### config.mk
export PLATFORM = sky130hd
export DESIGN_NAME = i2c_tgt_front
export DESIGN_NICKNAME = d
export VERILOG_FILES = /design/src/rtl/i2c_tgt_pkg.sv /design/src/rtl/i2c_line_sync.sv /design/src/rtl/i2c_phase_watchdog.sv /design/src/rtl/i2c_select_rx.sv /design/src/rtl/i2c_tgt_front.sv
export SDC_FILE = /design/constraint.sdc
export NUM_CORES = 1
export LEC_CHECK = 0
export ABC_AREA = 1
export BUFFER_PORTS_ARGS = -buffer_cell sky130_fd_sc_hd__buf_2
export CAP_MARGIN = 20
export CORE_MARGIN = 2
export CORE_UTILIZATION = 27
export CTS_CLUSTER_DIAMETER = 200
export DETAILED_ROUTE_END_ITERATION = 8
export PLACE_DENSITY = 0.41
export SLEW_MARGIN = 20
export SYNTH_ARGS = -nofsm -noshare
export SYNTH_HDL_FRONTEND = slang
export SYNTH_SLANG_ARGS = --single-unit
### constraint.sdc
create_clock -name clk -period 5.9 [get_ports clk]
set_clock_uncertainty 0.15 [all_clocks]
set_input_delay 0.295 -clock clk [delete_from_list [all_inputs] [get_ports clk]]
set_output_delay 0.295 -clock clk [all_outputs]
set_load 0.02 [all_outputs]
### src/rtl/i2c_tgt_pkg.sv
// Package: shared constants and the receiver state type for the I2C
// target select receiver. Assumes an 8-bit select byte made of a type
// code, a chip-enable field and a direction bit.
package i2c_tgt_pkg;

    localparam int TYPE_W    = 4;
    localparam int CE_W      = 3;
    localparam int BYTE_BITS = TYPE_W + CE_W + 1;
    localparam int BIT_CNT_W = $clog2(BYTE_BITS + 1);

    localparam logic [TYPE_W-1:0] DEV_TYPE_ID = 4'b1010;

    typedef enum logic [2:0] {
        ST_IDLE  = 3'd0,   // standby: ignore everything but Start
        ST_ARMED = 3'd1,   // Start seen, waiting for first rising clock
        ST_SHIFT = 3'd2,   // collecting select bits
        ST_ACK   = 3'd3,   // driving the acknowledge bit
        ST_SEL   = 3'd4    // selected, watching the bus
    } rx_state_t;

endpackage

### src/rtl/i2c_line_sync.sv
// Line synchroniser and bus-condition decoder.
// Brings the asynchronous clock and data lines into the system clock
// domain through SYNC_STAGES flops. It then flags clock edges and
// Start/Stop conditions, each as a one-cycle strobe. Assumes the lines
// idle high and the master never moves both lines in the same cycle.
module i2c_line_sync #(
    parameter int SYNC_STAGES = 2
) (
    input  logic clk,
    input  logic rst_n,
    input  logic scl_i,
    input  logic sda_i,
    output logic scl_lvl,
    output logic sda_lvl,
    output logic scl_rise,
    output logic scl_fall,
    output logic start_det,
    output logic stop_det
);

    logic [SYNC_STAGES-1:0] scl_sh;
    logic [SYNC_STAGES-1:0] sda_sh;
    logic                   scl_prev;
    logic                   sda_prev;

    // Synchroniser chains plus one history flop per line.
    always_ff @(posedge clk) begin
        if (!rst_n) begin
            scl_sh   <= '1;
            sda_sh   <= '1;
            scl_prev <= 1'b1;
            sda_prev <= 1'b1;
        end else begin
            scl_sh   <= {scl_sh[SYNC_STAGES-2:0], scl_i};
            sda_sh   <= {sda_sh[SYNC_STAGES-2:0], sda_i};
            scl_prev <= scl_sh[SYNC_STAGES-1];
            sda_prev <= sda_sh[SYNC_STAGES-1];
        end
    end

    // Edge and bus-condition strobes from current versus previous level.
    always_comb begin
        scl_lvl   = scl_sh[SYNC_STAGES-1];
        sda_lvl   = sda_sh[SYNC_STAGES-1];
        scl_rise  = scl_lvl & ~scl_prev;
        scl_fall  = ~scl_lvl & scl_prev;
        start_det = scl_lvl & scl_prev & sda_prev & ~sda_lvl;
        stop_det  = scl_lvl & scl_prev & ~sda_prev & sda_lvl;
    end

endmodule

### src/rtl/i2c_phase_watchdog.sv
// Clock-phase watchdog.
// Counts system cycles since the last timing event. While armed, the
// only events are the restart and the first rising clock edge, and the
// limit is start_lim. Otherwise any clock edge is an event, and the
// limit follows the current clock level. abort is asserted when a
// window longer than its limit would otherwise elapse. Assumes limits
// are at least 1.
module i2c_phase_watchdog #(
    parameter int CNT_W = 16
) (
    input  logic             clk,
    input  logic             rst_n,
    input  logic             active,
    input  logic             armed,
    input  logic             restart,
    input  logic             scl_lvl,
    input  logic             scl_rise,
    input  logic             scl_fall,
    input  logic [CNT_W-1:0] start_lim,
    input  logic [CNT_W-1:0] high_lim,
    input  logic [CNT_W-1:0] low_lim,
    output logic             abort
);

    localparam logic [CNT_W-1:0] CNT_ONE = {{(CNT_W-1){1'b0}}, 1'b1};
    localparam logic [CNT_W-1:0] CNT_MAX = '1;

    logic [CNT_W-1:0] cnt_q;
    logic [CNT_W-1:0] lim;
    logic             phase_evt;

    // Pick the event set and the limit that apply in the current phase.
    always_comb begin
        phase_evt = armed ? scl_rise : (scl_rise | scl_fall);
        if (armed) begin
            lim = start_lim;
        end else if (scl_lvl) begin
            lim = high_lim;
        end else begin
            lim = low_lim;
        end
        abort = active & ~restart & ~phase_evt & (cnt_q >= lim);
    end

    // Phase length counter, saturating, restarted at every event.
    always_ff @(posedge clk) begin
        if (!rst_n) begin
            cnt_q <= CNT_ONE;
        end else if (restart || (active && phase_evt)) begin
            cnt_q <= CNT_ONE;
        end else if (active && cnt_q != CNT_MAX) begin
            cnt_q <= cnt_q + CNT_ONE;
        end
    end

endmodule

### src/rtl/i2c_select_rx.sv
// Device select receiver and acknowledge sequencer.
// Shifts in the select byte on rising clock edges and decides on the
// falling edge that ends bit 8. On a match it drives the acknowledge
// for bit 9 and then holds the selected state. Start re-arms; Stop and
// watchdog abort return to idle. Assumes strobes from i2c_line_sync.
module i2c_select_rx
    import i2c_tgt_pkg::*;
(
    input  logic            clk,
    input  logic            rst_n,
    input  logic            sda_lvl,
    input  logic            scl_rise,
    input  logic            scl_fall,
    input  logic            start_det,
    input  logic            stop_det,
    input  logic            abort,
    input  logic [CE_W-1:0] strap,
    output rx_state_t       state,
    output logic            sda_pull,
    output logic            sel,
    output logic            rw,
    output logic            timeout
);

    localparam logic [BIT_CNT_W-1:0] LAST_BIT = BIT_CNT_W'(BYTE_BITS);

    rx_state_t              state_q;
    logic [BYTE_BITS-1:0]   shreg_q;
    logic [BIT_CNT_W-1:0]   bit_cnt_q;
    logic                   match;

    // Compare the collected byte with the type code and strap pins.
    always_comb begin
        match = (shreg_q[BYTE_BITS-1 -: TYPE_W] == DEV_TYPE_ID) &&
                (shreg_q[CE_W:1] == strap);
        state = state_q;
    end

    // Receiver sequencing with priority Start, Stop, abort, then bus edges.
    always_ff @(posedge clk) begin
        if (!rst_n) begin
            state_q   <= ST_IDLE;
            shreg_q   <= '0;
            bit_cnt_q <= '0;
            sda_pull  <= 1'b0;
            sel       <= 1'b0;
            rw        <= 1'b0;
            timeout   <= 1'b0;
        end else begin
            timeout <= 1'b0;
            if (start_det) begin
                state_q   <= ST_ARMED;
                shreg_q   <= '0;
                bit_cnt_q <= '0;
                sda_pull  <= 1'b0;
                sel       <= 1'b0;
                rw        <= 1'b0;
            end else if (stop_det || abort) begin
                state_q   <= ST_IDLE;
                shreg_q   <= '0;
                bit_cnt_q <= '0;
                sda_pull  <= 1'b0;
                sel       <= 1'b0;
                rw        <= 1'b0;
                timeout   <= abort & ~stop_det;
            end else begin
                unique case (state_q)
                    ST_ARMED: begin
                        if (scl_rise) begin
                            shreg_q   <= {shreg_q[BYTE_BITS-2:0], sda_lvl};
                            bit_cnt_q <= bit_cnt_q + 1'b1;
                            state_q   <= ST_SHIFT;
                        end
                    end
                    ST_SHIFT: begin
                        if (scl_rise && bit_cnt_q != LAST_BIT) begin
                            shreg_q   <= {shreg_q[BYTE_BITS-2:0], sda_lvl};
                            bit_cnt_q <= bit_cnt_q + 1'b1;
                        end else if (scl_fall && bit_cnt_q == LAST_BIT) begin
                            if (match) begin
                                sda_pull <= 1'b1;
                                sel      <= 1'b1;
                                rw       <= shreg_q[0];
                                state_q  <= ST_ACK;
                            end else begin
                                state_q  <= ST_IDLE;
                            end
                        end
                    end
                    ST_ACK: begin
                        if (scl_fall) begin
                            sda_pull <= 1'b0;
                            state_q  <= ST_SEL;
                        end
                    end
                    ST_SEL:  ;
                    ST_IDLE: ;
                    default: state_q <= ST_IDLE;
                endcase
            end
        end
    end

endmodule

### src/rtl/i2c_tgt_front.sv
// Top level of the I2C target select receiver with bus watchdog.
// Wires the line synchroniser, the phase watchdog and the select
// receiver together. Assumes scl_i/sda_i are the raw line levels and
// that the limits are held stable during a transfer.
module i2c_tgt_front
    import i2c_tgt_pkg::*;
#(
    parameter int CNT_W       = 16,
    parameter int SYNC_STAGES = 2
) (
    input  logic             clk,
    input  logic             rst_n,
    input  logic             scl_i,
    input  logic             sda_i,
    input  logic [CE_W-1:0]  ce_strap,
    input  logic [CNT_W-1:0] start_lim,
    input  logic [CNT_W-1:0] high_lim,
    input  logic [CNT_W-1:0] low_lim,
    output logic             sda_pull_o,
    output logic             sel_o,
    output logic             rw_o,
    output logic             timeout_o
);

    logic      scl_lvl;
    logic      sda_lvl;
    logic      scl_rise;
    logic      scl_fall;
    logic      start_det;
    logic      stop_det;
    logic      abort;
    logic      active;
    logic      armed;
    rx_state_t state;

    i2c_line_sync #(
        .SYNC_STAGES (SYNC_STAGES)
    ) u_sync (
        .clk       (clk),
        .rst_n     (rst_n),
        .scl_i     (scl_i),
        .sda_i     (sda_i),
        .scl_lvl   (scl_lvl),
        .sda_lvl   (sda_lvl),
        .scl_rise  (scl_rise),
        .scl_fall  (scl_fall),
        .start_det (start_det),
        .stop_det  (stop_det)
    );

    // Watchdog runs whenever a transaction is in progress.
    always_comb begin
        active = (state != ST_IDLE);
        armed  = (state == ST_ARMED);
    end

    i2c_phase_watchdog #(
        .CNT_W (CNT_W)
    ) u_wdog (
        .clk       (clk),
        .rst_n     (rst_n),
        .active    (active),
        .armed     (armed),
        .restart   (start_det),
        .scl_lvl   (scl_lvl),
        .scl_rise  (scl_rise),
        .scl_fall  (scl_fall),
        .start_lim (start_lim),
        .high_lim  (high_lim),
        .low_lim   (low_lim),
        .abort     (abort)
    );

    i2c_select_rx u_rx (
        .clk       (clk),
        .rst_n     (rst_n),
        .sda_lvl   (sda_lvl),
        .scl_rise  (scl_rise),
        .scl_fall  (scl_fall),
        .start_det (start_det),
        .stop_det  (stop_det),
        .abort     (abort),
        .strap     (ce_strap),
        .state     (state),
        .sda_pull  (sda_pull_o),
        .sel       (sel_o),
        .rw        (rw_o),
        .timeout   (timeout_o)
    );

endmodule

==> impl_metrics.json <==
{
  "io_buffers": 58,
  "cts_made_buffers": 5,
  "path_max_fanout": 19,
  "route.vias.total": 2751,
  "ctsLongestPathBuffers": 2,
  "h-tree-depth": 2,
  "synth.most_common_cell": "nand2_1",
  "p_total_mw": 0.689,
  "area_growth_syn_to_layout_pct": 18.1,
  "wirelength_um": 7610,
  "grt_usage_pct": 14.1,
  "postPlaceCellArea_um2": 3200,
  "cp_cell_sequence": "clkinv_1 > nor2_1 > o21ai_0 > o21ai_0 > ha_1 > nand2_1 > nor2_1 > and2_1 > nor2_1 > nand2_1 > nand2_1 > nand2_1 > nand2_1 > nand2_4 > nor3_1",
  "dr.pass1.iters": 4,
  "worst_pin_slew_ns": 0.717,
  "synth_nets": 505,
  "grt_pass1_vias": 2704,
  "total_leakage_power_nw": 1.40,
  "cts_sinks": 41,
  "post-cts-setup-buffers": 0,
  "cts_resized": 0,
  "synth_common_cells": "nand2_1, nor2_1, inv_1",
  "synth_seq_area_share_pct": 29.3,
  "slowest_stage": "dfxtp_1",
  "syn_area_um2": 2800,
  "maxCapViolations": 0,
  "worst_ep_arrival_time_ns": 3.41,
  "ys_warn_count": 0,
  "syn_inst": 428,
  "cts_tree": "built",
  "grt-ovfl-total": 0,
  "rows": 37,
  "critical_path_class": "reg2reg",
  "drt-initial-drc-count": 114,
  "clk_latency_ns": 0.30,
  "rsz0062_at_grt": "no",
  "die_y_um": 106,
  "synth-seq-cells": 41,
  "drtAntennaViolNets": 0,
  "worst_ep_required_time_ns": 5.97,
  "io_pins": 59,
  "hold_viol_final": 0,
  "nFillCells": 1197,
  "crit_path_start_kind": "flop",
  "fin_crit_ns": 3.34,
  "yosys.area.top_type": "dfxtp_1",
  "hold_class": "in2reg",
  "status": "finished clean",
  "fmaxAchievable_mhz": 300,
  "gp_congestion": 0.794,
  "p_per_area_nw_per_um2": 208,
  "setup-violations-final": 0,
  "async_reset_ff_share_pct": 0,
  "yosys.cell_types.count": 31,
  "whs_ns": 0.0268,
  "ys.flop_type": "dfxtp_1",
  "dieArea_um2": 11200,
  "critical_path.top_delay_family": "simple AND/OR/NAND/NOR gates",
  "yosys-top-cells-area": "dfxtp_1, nand2_1, ha_1, nor2_1, o21ai_0",
  "endpoint_kind": "flop",
  "dpl.hpwl_um": 6070,
  "timing.final.crit_share_pct": 56.5,
  "slew_violations": 0,
  "crit_buf_inv": 1,
  "synth_top_cell_area_share_pct": 29.3,
  "drive_gt1_share_pct": 17.4,
  "slowest_delay_ns": 0.74,
  "drc": 0,
  "insertedDiodeCount": 0,
  "wl_per_cell_um": 12.3,
  "fin_setup_tns_ns": 0,
  "ctsHoldBuffers": 0,
  "grt_max_degree": 34,
  "nets": 558,
  "cts-root-buf": "clkbuf_8",
  "slew_headroom_pct": 52.1,
  "cp_common_cell": "nand2_1",
  "synth_edf_count": 0,
  "final_area_um2": 3310,
  "coreArea_um2": 10200,
  "antenna_found_initial": 0,
  "grt_pass1_wl_um": 12800,
  "peakVddDrop_uv": 73.6,
  "initial_core_util_pct": 27.5,
  "clk_pin_slew_worst_paths_ns": 0.08,
  "syn_area_per_cell_um2": 6.55,
  "chipWidth_um": 106,
  "viasPerCell": 4.45
}
where the power goes:
| part | total [mW] | switching [mW] | internal [mW] |
|---|---|---|---|
| Clock | 0.236 | 0.109 | 0.127 |
| Sequential | 0.293 | 0.00953 | 0.283 |
| Combinational | 0.160 | 0.106 | 0.0545 |
area by class of cell:
| type | count | area [µm²] | share of cell area (%) |
|---|---|---|---|
| Clock buffer | 5 | 68.8 | 2.08 |
| Clock inverter | 3 | 46.3 | 1.40 |
| Inverter | 44 | 165 | 4.99 |
| Multi-Input combinational cell | 331 | 1750 | 52.9 |
| Sequential cell | 41 | 821 | 24.8 |
| Tap cell | 136 | 170 | 5.14 |
| Timing Repair Buffer | 58 | 290 | 8.76 |
metrics by stage:
step / worst slack, ns / utilization, % / std cells
2_1_floorplan: 3.29 / - / 428
3_3_place_gp: 2.59 / 31.4 / 610
3_5_place_dp: 2.57 / 31.4 / 610
4_1_cts: 2.54 / 32.5 / 618
5_1_grt: 2.18 / 32.5 / 618
6_report: 2.56 / 32.5 / 618
logic make-up (layout without fill, tap and decap cells):
family	Yosys count	after routing	share of synthesized area [%]
AO/OA/AOI/OAI	76	76	14.6
adder cells (fa/ha/maj)	22	22	9.82
XOR/XNOR	11	11	3.44
flip-flops	41	41	29.3
buffers and inverters	56	110	8.30
AND/OR/NAND/NOR	222	222	34.6
layer usage:
| metal | track usage (%) | routed length, µm |
|---|---|---|
| met1 | 19.0 | 3940 |
| met2 | 23.1 | 3280 |
| met3 | 2.64 | 284 |
| met4 | 4.04 | 110 |
| met5 | 0 | 0 |
flip-flops by register name (all words and copies together) (netlist names), 2 cells and up:
| name | cells |
|---|---|
| u_rx.bit_cnt_q | 4 |
| u_rx.shreg_q | 8 |
| u_rx.state | 3 |
| u_sync.scl_sh | 2 |
| u_sync.sda_sh | 2 |
| u_wdog.cnt_q | 16 |
path summary, 6_finish.rpt:
| path | to | start | cells past startpoint | slack [ns] |
|---|---|---|---|---|
| hold / removal | u_sync.scl_sh[0] | scl_i | 2 | 0.03 |
| setup / recovery | u_rx.bit_cnt_q[2] | u_sync.scl_sh[1] | 15 | 2.56 |
| hold reg to reg | u_sync.sda_sh[1] | u_sync.sda_sh[0] | 1 | 0.27 |
| setup reg to reg | u_rx.bit_cnt_q[2] | u_sync.scl_sh[1] | 15 | 2.56 |
cell usage in the layout, fill, tap and decap left out:
cell type / Yosys / routed
dfxtp_1: 41 / 41
nor3_4: 1 / 1
nor2_4: 1 / 1
ha_1: 22 / 22
clkinv_4: 0 / 1
nand4_1: 5 / 5
or2_2: 4 / 4
nand2_2: 1 / 1
a31oi_1: 2 / 2
nand4_4: 1 / 1
and2_1: 1 / 1
nor4_1: 1 / 1
nand3_1: 25 / 25
nand2_1: 103 / 103
a21oi_1: 31 / 31
bufinv_16: 0 / 1
xor2_1: 7 / 7
clkbuf_8: 0 / 5
nor2_1: 64 / 64
o21ai_0: 36 / 36
buf_2: 3 / 58
or2_0: 1 / 1
nor3b_1: 1 / 1
nor3_1: 10 / 10
inv_1: 42 / 42
inv_2: 1 / 1
xnor2_1: 4 / 4
a21oi_2: 7 / 7
nand2_4: 2 / 2
clkinvlp_4: 0 / 1
clkinv_1: 1 / 1
nand3b_1: 1 / 1
No activity file was read; power rests on OpenSTA's default activity.
